==> config.mk <==
export PLATFORM = sky130hd
export DESIGN_NAME = loop_filter_select
export DESIGN_NICKNAME = d
export VERILOG_FILES = /design/src/rtl/lfs_pkg.sv /design/src/rtl/line_class_debounce.sv /design/src/rtl/fast_timeout_timer.sv /design/src/rtl/fast_loop_fsm.sv /design/src/rtl/loop_filter_select.sv
export SDC_FILE = /design/constraint.sdc
export NUM_CORES = 1
export LEC_CHECK = 0
export CAP_MARGIN = 5
export CORE_MARGIN = 2
export CORE_UTILIZATION = 50
export CTS_CLUSTER_SIZE = 8
export DETAILED_ROUTE_END_ITERATION = 16
export PLACE_DENSITY_LB_ADDON = 0.2
export SLEW_MARGIN = 15
export SYNTH_ARGS = -nofsm -noshare
export SYNTH_HDL_FRONTEND = slang
export SYNTH_SLANG_ARGS = --single-unit
==> constraint.sdc <==
create_clock -name clk -period 3.15 [get_ports clk]
set_input_delay 0.315 -clock clk [delete_from_list [all_inputs] [get_ports clk]]
set_output_delay 0.315 -clock clk [all_outputs]
set_load 0.01 [all_outputs]
==> src/rtl/lfs_pkg.sv <==
package lfs_pkg;
  typedef enum logic [1:0] {
    FL_NORMAL = 2'd0,
    FL_ARM    = 2'd1,
    FL_FAST   = 2'd2,
    FL_LEAVE  = 2'd3
  } fl_state_e;
endpackage

==> src/rtl/line_class_debounce.sv <==
module line_class_debounce #(
  parameter int RMS_W          = 12,
  parameter int CONFIRM_HALVES = 8,
  localparam int CW            = $clog2(CONFIRM_HALVES + 1)
) (
  input  logic             clk,
  input  logic             rst_n,
  input  logic             rms_valid,
  input  logic [RMS_W-1:0] rms_value,
  input  logic [RMS_W-1:0] line_thresh,
  input  logic             zero_cross,
  output logic             high_sel,
  output logic [CW-1:0]    cnt
);
  localparam logic [CW-1:0] CNT_FULL = CW'(CONFIRM_HALVES);

  logic          sel_q, sel_d;
  logic [CW-1:0] cnt_q, cnt_d;
  logic          class_hi, armed, upd_en;

  assign class_hi = (rms_value >= line_thresh);
  assign armed    = (cnt_q == CNT_FULL);
  assign upd_en   = rms_valid | zero_cross;

  always_comb begin
    sel_d = sel_q;
    cnt_d = cnt_q;
    if (zero_cross && armed) begin
      sel_d = ~sel_q;
      cnt_d = '0;
    end else if (rms_valid) begin
      if (class_hi != sel_q) begin
        if (!armed) cnt_d = cnt_q + 1'b1;
      end else begin
        cnt_d = '0;
      end
    end
  end

  always_ff @(posedge clk or negedge rst_n) begin
    if (!rst_n) begin
      sel_q <= 1'b0;
      cnt_q <= '0;
    end else if (upd_en) begin
      sel_q <= sel_d;
      cnt_q <= cnt_d;
    end
  end

  assign high_sel = sel_q;
  assign cnt      = cnt_q;
endmodule

==> src/rtl/fast_timeout_timer.sv <==
module fast_timeout_timer #(
  parameter int TIMEOUT_MS = 630,
  localparam int TW        = $clog2(TIMEOUT_MS + 1)
) (
  input  logic clk,
  input  logic rst_n,
  input  logic clr,
  input  logic run,
  input  logic ms_tick,
  output logic expired
);
  localparam logic [TW-1:0] LAST = TW'(TIMEOUT_MS - 1);

  logic [TW-1:0] ms_q, ms_d;
  logic          cnt_en;

  assign cnt_en  = clr | (run & ms_tick);
  assign expired = run & ms_tick & (ms_q == LAST);

  always_comb begin
    if (clr) ms_d = '0;
    else     ms_d = ms_q + 1'b1;
  end

  always_ff @(posedge clk or negedge rst_n) begin
    if (!rst_n)      ms_q <= '0;
    else if (cnt_en) ms_q <= ms_d;
  end
endmodule

==> src/rtl/fast_loop_fsm.sv <==
module fast_loop_fsm
  import lfs_pkg::*;
(
  input  logic clk,
  input  logic rst_n,
  input  logic fast_en,
  input  logic transient,
  input  logic zero_cross,
  input  logic out_in_band,
  input  logic expired,
  output logic enter_fast,
  output logic in_fast,
  output logic fast_active
);
  fl_state_e st_q, st_d;

  always_comb begin
    st_d = st_q;
    if (!fast_en) begin
      st_d = FL_NORMAL;
    end else begin
      case (st_q)
        FL_NORMAL: if (transient) st_d = FL_ARM;
        FL_ARM:    if (zero_cross) st_d = FL_FAST;
        FL_FAST:   if (out_in_band || expired) st_d = FL_LEAVE;
        FL_LEAVE:  if (zero_cross) st_d = FL_NORMAL;
        default:   st_d = FL_NORMAL;
      endcase
    end
  end

  always_ff @(posedge clk or negedge rst_n) begin
    if (!rst_n) st_q <= FL_NORMAL;
    else        st_q <= st_d;
  end

  assign enter_fast  = (st_q == FL_ARM) && zero_cross && fast_en;
  assign in_fast     = (st_q == FL_FAST);
  assign fast_active = (st_q == FL_FAST) || (st_q == FL_LEAVE);
endmodule

==> src/rtl/loop_filter_select.sv <==
module loop_filter_select #(
  parameter int RMS_W          = 12,
  parameter int CONFIRM_HALVES = 8,
  parameter int TIMEOUT_MS     = 630,
  localparam int CW            = $clog2(CONFIRM_HALVES + 1)
) (
  input  logic             clk,
  input  logic             rst_n,
  input  logic             rms_valid,
  input  logic [RMS_W-1:0] rms_value,
  input  logic [RMS_W-1:0] line_thresh,
  input  logic             zero_cross,
  input  logic             out_in_band,
  input  logic             transient,
  input  logic             fast_en,
  input  logic             ms_tick,
  output logic             high_line_sel,
  output logic             fast_active
);
  logic          rst_meta, rst_core_n;
  logic [CW-1:0] line_cnt;
  logic          enter_fast, in_fast, expired;

  always_ff @(posedge clk or negedge rst_n) begin
    if (!rst_n) begin
      rst_meta   <= 1'b0;
      rst_core_n <= 1'b0;
    end else begin
      rst_meta   <= 1'b1;
      rst_core_n <= rst_meta;
    end
  end

  line_class_debounce #(
    .RMS_W(RMS_W), .CONFIRM_HALVES(CONFIRM_HALVES)
  ) u_line (
    .clk(clk), .rst_n(rst_core_n), .rms_valid(rms_valid),
    .rms_value(rms_value), .line_thresh(line_thresh),
    .zero_cross(zero_cross), .high_sel(high_line_sel), .cnt(line_cnt)
  );

  fast_timeout_timer #(.TIMEOUT_MS(TIMEOUT_MS)) u_tmo (
    .clk(clk), .rst_n(rst_core_n), .clr(enter_fast), .run(in_fast),
    .ms_tick(ms_tick), .expired(expired)
  );

  fast_loop_fsm u_fsm (
    .clk(clk), .rst_n(rst_core_n), .fast_en(fast_en), .transient(transient),
    .zero_cross(zero_cross), .out_in_band(out_in_band), .expired(expired),
    .enter_fast(enter_fast), .in_fast(in_fast), .fast_active(fast_active)
  );
endmodule

==> summary.txt <==
Global routing
  – First-pass GRT wire length: 4.86 mm
  – Initial antenna violation count: 0
  – Total GRT Usage: 19.4%
  – Largest net degree at the start of global routing: 18
  – Total gr overflow: 0
  – Vias in the first global route: 1,165

Detailed routing
  – Router iterations before antenna repair: 4
  – Residual antenna-violating net count after detailed routing: 0
  – Total Wirelength: 2.80 mm
  – DR vias/cell: 5.37
  – Iter 0 DRT Violations: 24
  – DR DRC count: 0
  – Wire per inst: 12.8 um
  – Vias: 1,175

Clock tree
  – Post-cts sizing count: 0
  – Hold Buf Count CTS: 0
  – CTS tree: built
  – Later-pin clock latency in the skew report: 300 ps
  – H-tree depth: 1
  – Reg clk slew, reported paths: 110 ps
  – CTS Sinks: 19
  – Setup repair bufs after CTS: 0
  – CTS Buf Count: 3
  – Root Driver: clkbuf_4
  – Clock buffer depth: 2

Yosys
  – Yosys reg bits: 19
  – Avg Cell Area, Syn: 8.96 um2
  – EDFF count, synth: 0
  – Yosys cell types: 35
  – Biggest area consumer among synthesized cells: dfrtp_1
  – Most common cell in the netlist: inv_1
  – Synth Net Count: 206
  – Synth top area cells: dfrtp_1 (34%), ha_1 (18%), inv_1 (6.0%)
  – Ys flop type: dfrtp_1
  – Post-synthesis async set-or-reset flop share: between 90% and 100%
  – Post-synth top area share: roughly 34%
  – Post-synthesis sequential area ratio: 34.5%
  – Ys Warns: 0
  – Most frequent cells after synthesis: inv_1 (22), ha_1 (20), dfrtp_1 (19)
  – Mapped Cells: approximately 150
  – Area of the mapped netlist: 0.00138 mm2

STA
  – RSZ-0062 raised after global routing: no
  – Worst-margin pin slew: 691 ps
  – Fin crit share: 69.6%
  – Number of hold violations in the final report: 0
  – Setup TNS: 0 ps
  – Clock Skew: 1.90 ps
  – Fmax: 456 MHz
  – Slew HR: between 50% and 60%
  – Setup-failing EPs final: 0
  – Setup ws final: 957 ps
  – Max Slew Vio Count: 0
  – Tmin final: 2190 ps

Placed design
  – Setup slack at placement: 636 ps
  – Hpwl dp: 2.30 mm
  – Final GP Congestion: 0.809
  – IO buf count: 33

Worst setup path
  – CP max stage delay: 450 ps
  – Element type at the critical path end: flip-flop
  – Crit Path Class: input pin to flip-flop
  – CP cell instances: clkdlybuf4s50_1 -> inv_1 -> ha_1 -> a211oi_2 -> nor2_1 -> or3_1 -> o311a_1 -> a31oi_1 -> o22ai_1
  – Critical path buffer and inverter count: 2
  – Worst EP required: 3340 ps
  – Worst-path fanout max: 4
  – CP max stage cell: clkdlybuf4s50_1
  – CP delay by family, top: compound AO/OA/AOI/OAI gates
  – Startpoint types: input pin
  – Critical Path AT: 2390 ps

Floorplan
  – Initial Utilization: 51.4%
  – Core Area: 0.00269 mm2
  – Die Ht: 56.5 um
  – Die Area: 0.00320 mm2
  – I/O pins: 34
  – Rows: 19
  – Die X: 56.5 um

Final layout
  – Share of layout cells above drive strength 1: around 4.8%
  – Area growth from synthesis to layout: 28.0%
  – FF/Latch Area: about 480 um2
  – Ant diodes: 0
  – Final #Nets: 241
  – Multi-input logic area: 810 um2
  – Fillers: 230

Run
  – Max cap viols: 0

Power
  – Leak pwr: slightly above 0.8 nW
  – Worst vdd ir: 0.000384 V
  – Pwr dens: 409 mW/mm2
  – Power Total: 722 uW

Status
  – Status: complete, no violations

Hold path
  – Hold crit path type: input pin to asynchronous set/reset pin
## routing by layer
| layer | up-vias | track usage (%) | routed length [um] |
|---|---|---|---|
| met2 | 17 | 34.6 | 1440 |
| li1 | 593 | - | - |
| met4 | 0 | 3.06 | 8 |
| met1 | 563 | 24.1 | 1250 |
| met3 | 2 | 4.38 | 97 |
| met5 | - | 0 | 0 |
## logic make-up after synthesis
family | synth area share, %
adders and majority gates | 18.1
xor gates and xnor gates | 5.71
buffers and inverters | 6.89
other | 0.272
DFF | 34.5
AOI/OAI and AO/OA | 14.1
and+or+nand+nor | 20.4
## layout by cell type (no fill, tap or decap), types with 3 or more instances in the layout
cell type | netlist | layout
nand3_1 | 4 | 4
nand4_1 | 3 | 3
nor2_1 | 15 | 15
ha_1 | 20 | 20
a21oi_1 | 6 | 6
nand2_1 | 11 | 11
xnor2_1 | 4 | 4
or3_1 | 5 | 5
dfrtp_1 | 19 | 19
clkbuf_4 | 0 | 3
o21ai_0 | 5 | 5
inv_1 | 22 | 22
xor2_1 | 5 | 5
o211ai_1 | 3 | 3
and3_1 | 3 | 3
clkdlybuf4s50_1 | 0 | 33
## path summary, 6_finish.rpt
check                                                from                         to  slack (ps)  cells after the start
max in group asynchronous            rst_core_n$_DFF_PN0_  u_tmo.ms_q[9]$_DFFE_PN0P_        2430                      0
worst min-delay path                                rst_n       rst_core_n$_DFF_PN0_         160                      1
worst max register to register  u_fsm.st_q[0]$_DFFE_PN0P_  u_tmo.ms_q[5]$_DFFE_PN0P_        1230                      6
min in group clk                       rst_meta$_DFF_PN0_       rst_core_n$_DFF_PN0_         360                      0
worst max-delay path                       line_thresh[5]  u_line.cnt[2]$_DFFE_PN0P_         960                      9
worst min register to register       rst_core_n$_DFF_PN0_  u_tmo.ms_q[7]$_DFFE_PN0P_         290                      0
## power by group
part	internal (mW)	switching, mW	total, mW	leakage (nW)
combinational	0.145	0.130	0.275	0.550
clock	0.0484	0.0779	0.126	0.0139
sequential	0.279	0.0423	0.321	0.255
## through the flow
step	std cells	hold slack (ps)	util, %	cell area [um2]
2_1_floorplan	154	19.4	-	1380
4_1_cts	219	148	65.8	1770
5_1_grt	219	136	65.8	1770
3_5_place_dp	215	313	64.6	1740
6_report	219	161	65.8	1770
3_3_place_gp	215	309	64.6	1740
## final cells by class
type                       count  area share [%]
inverter                      22            4.67
clock buffer                   3            1.27
sequential                    19            26.9
clock inverter                 1           0.425
multi-input combinational    110            45.8
tap                           31            2.20
timing repair buffer          33            18.7
## state kept, by name, summed over array words and instances (netlist names)
register	count
u_tmo.ms_q	10
u_line.cnt	4
u_fsm.st_q	2
rst_core_n	1
rst_meta	1
u_line.high_sel	1
(Power assumes the default switching activity.)
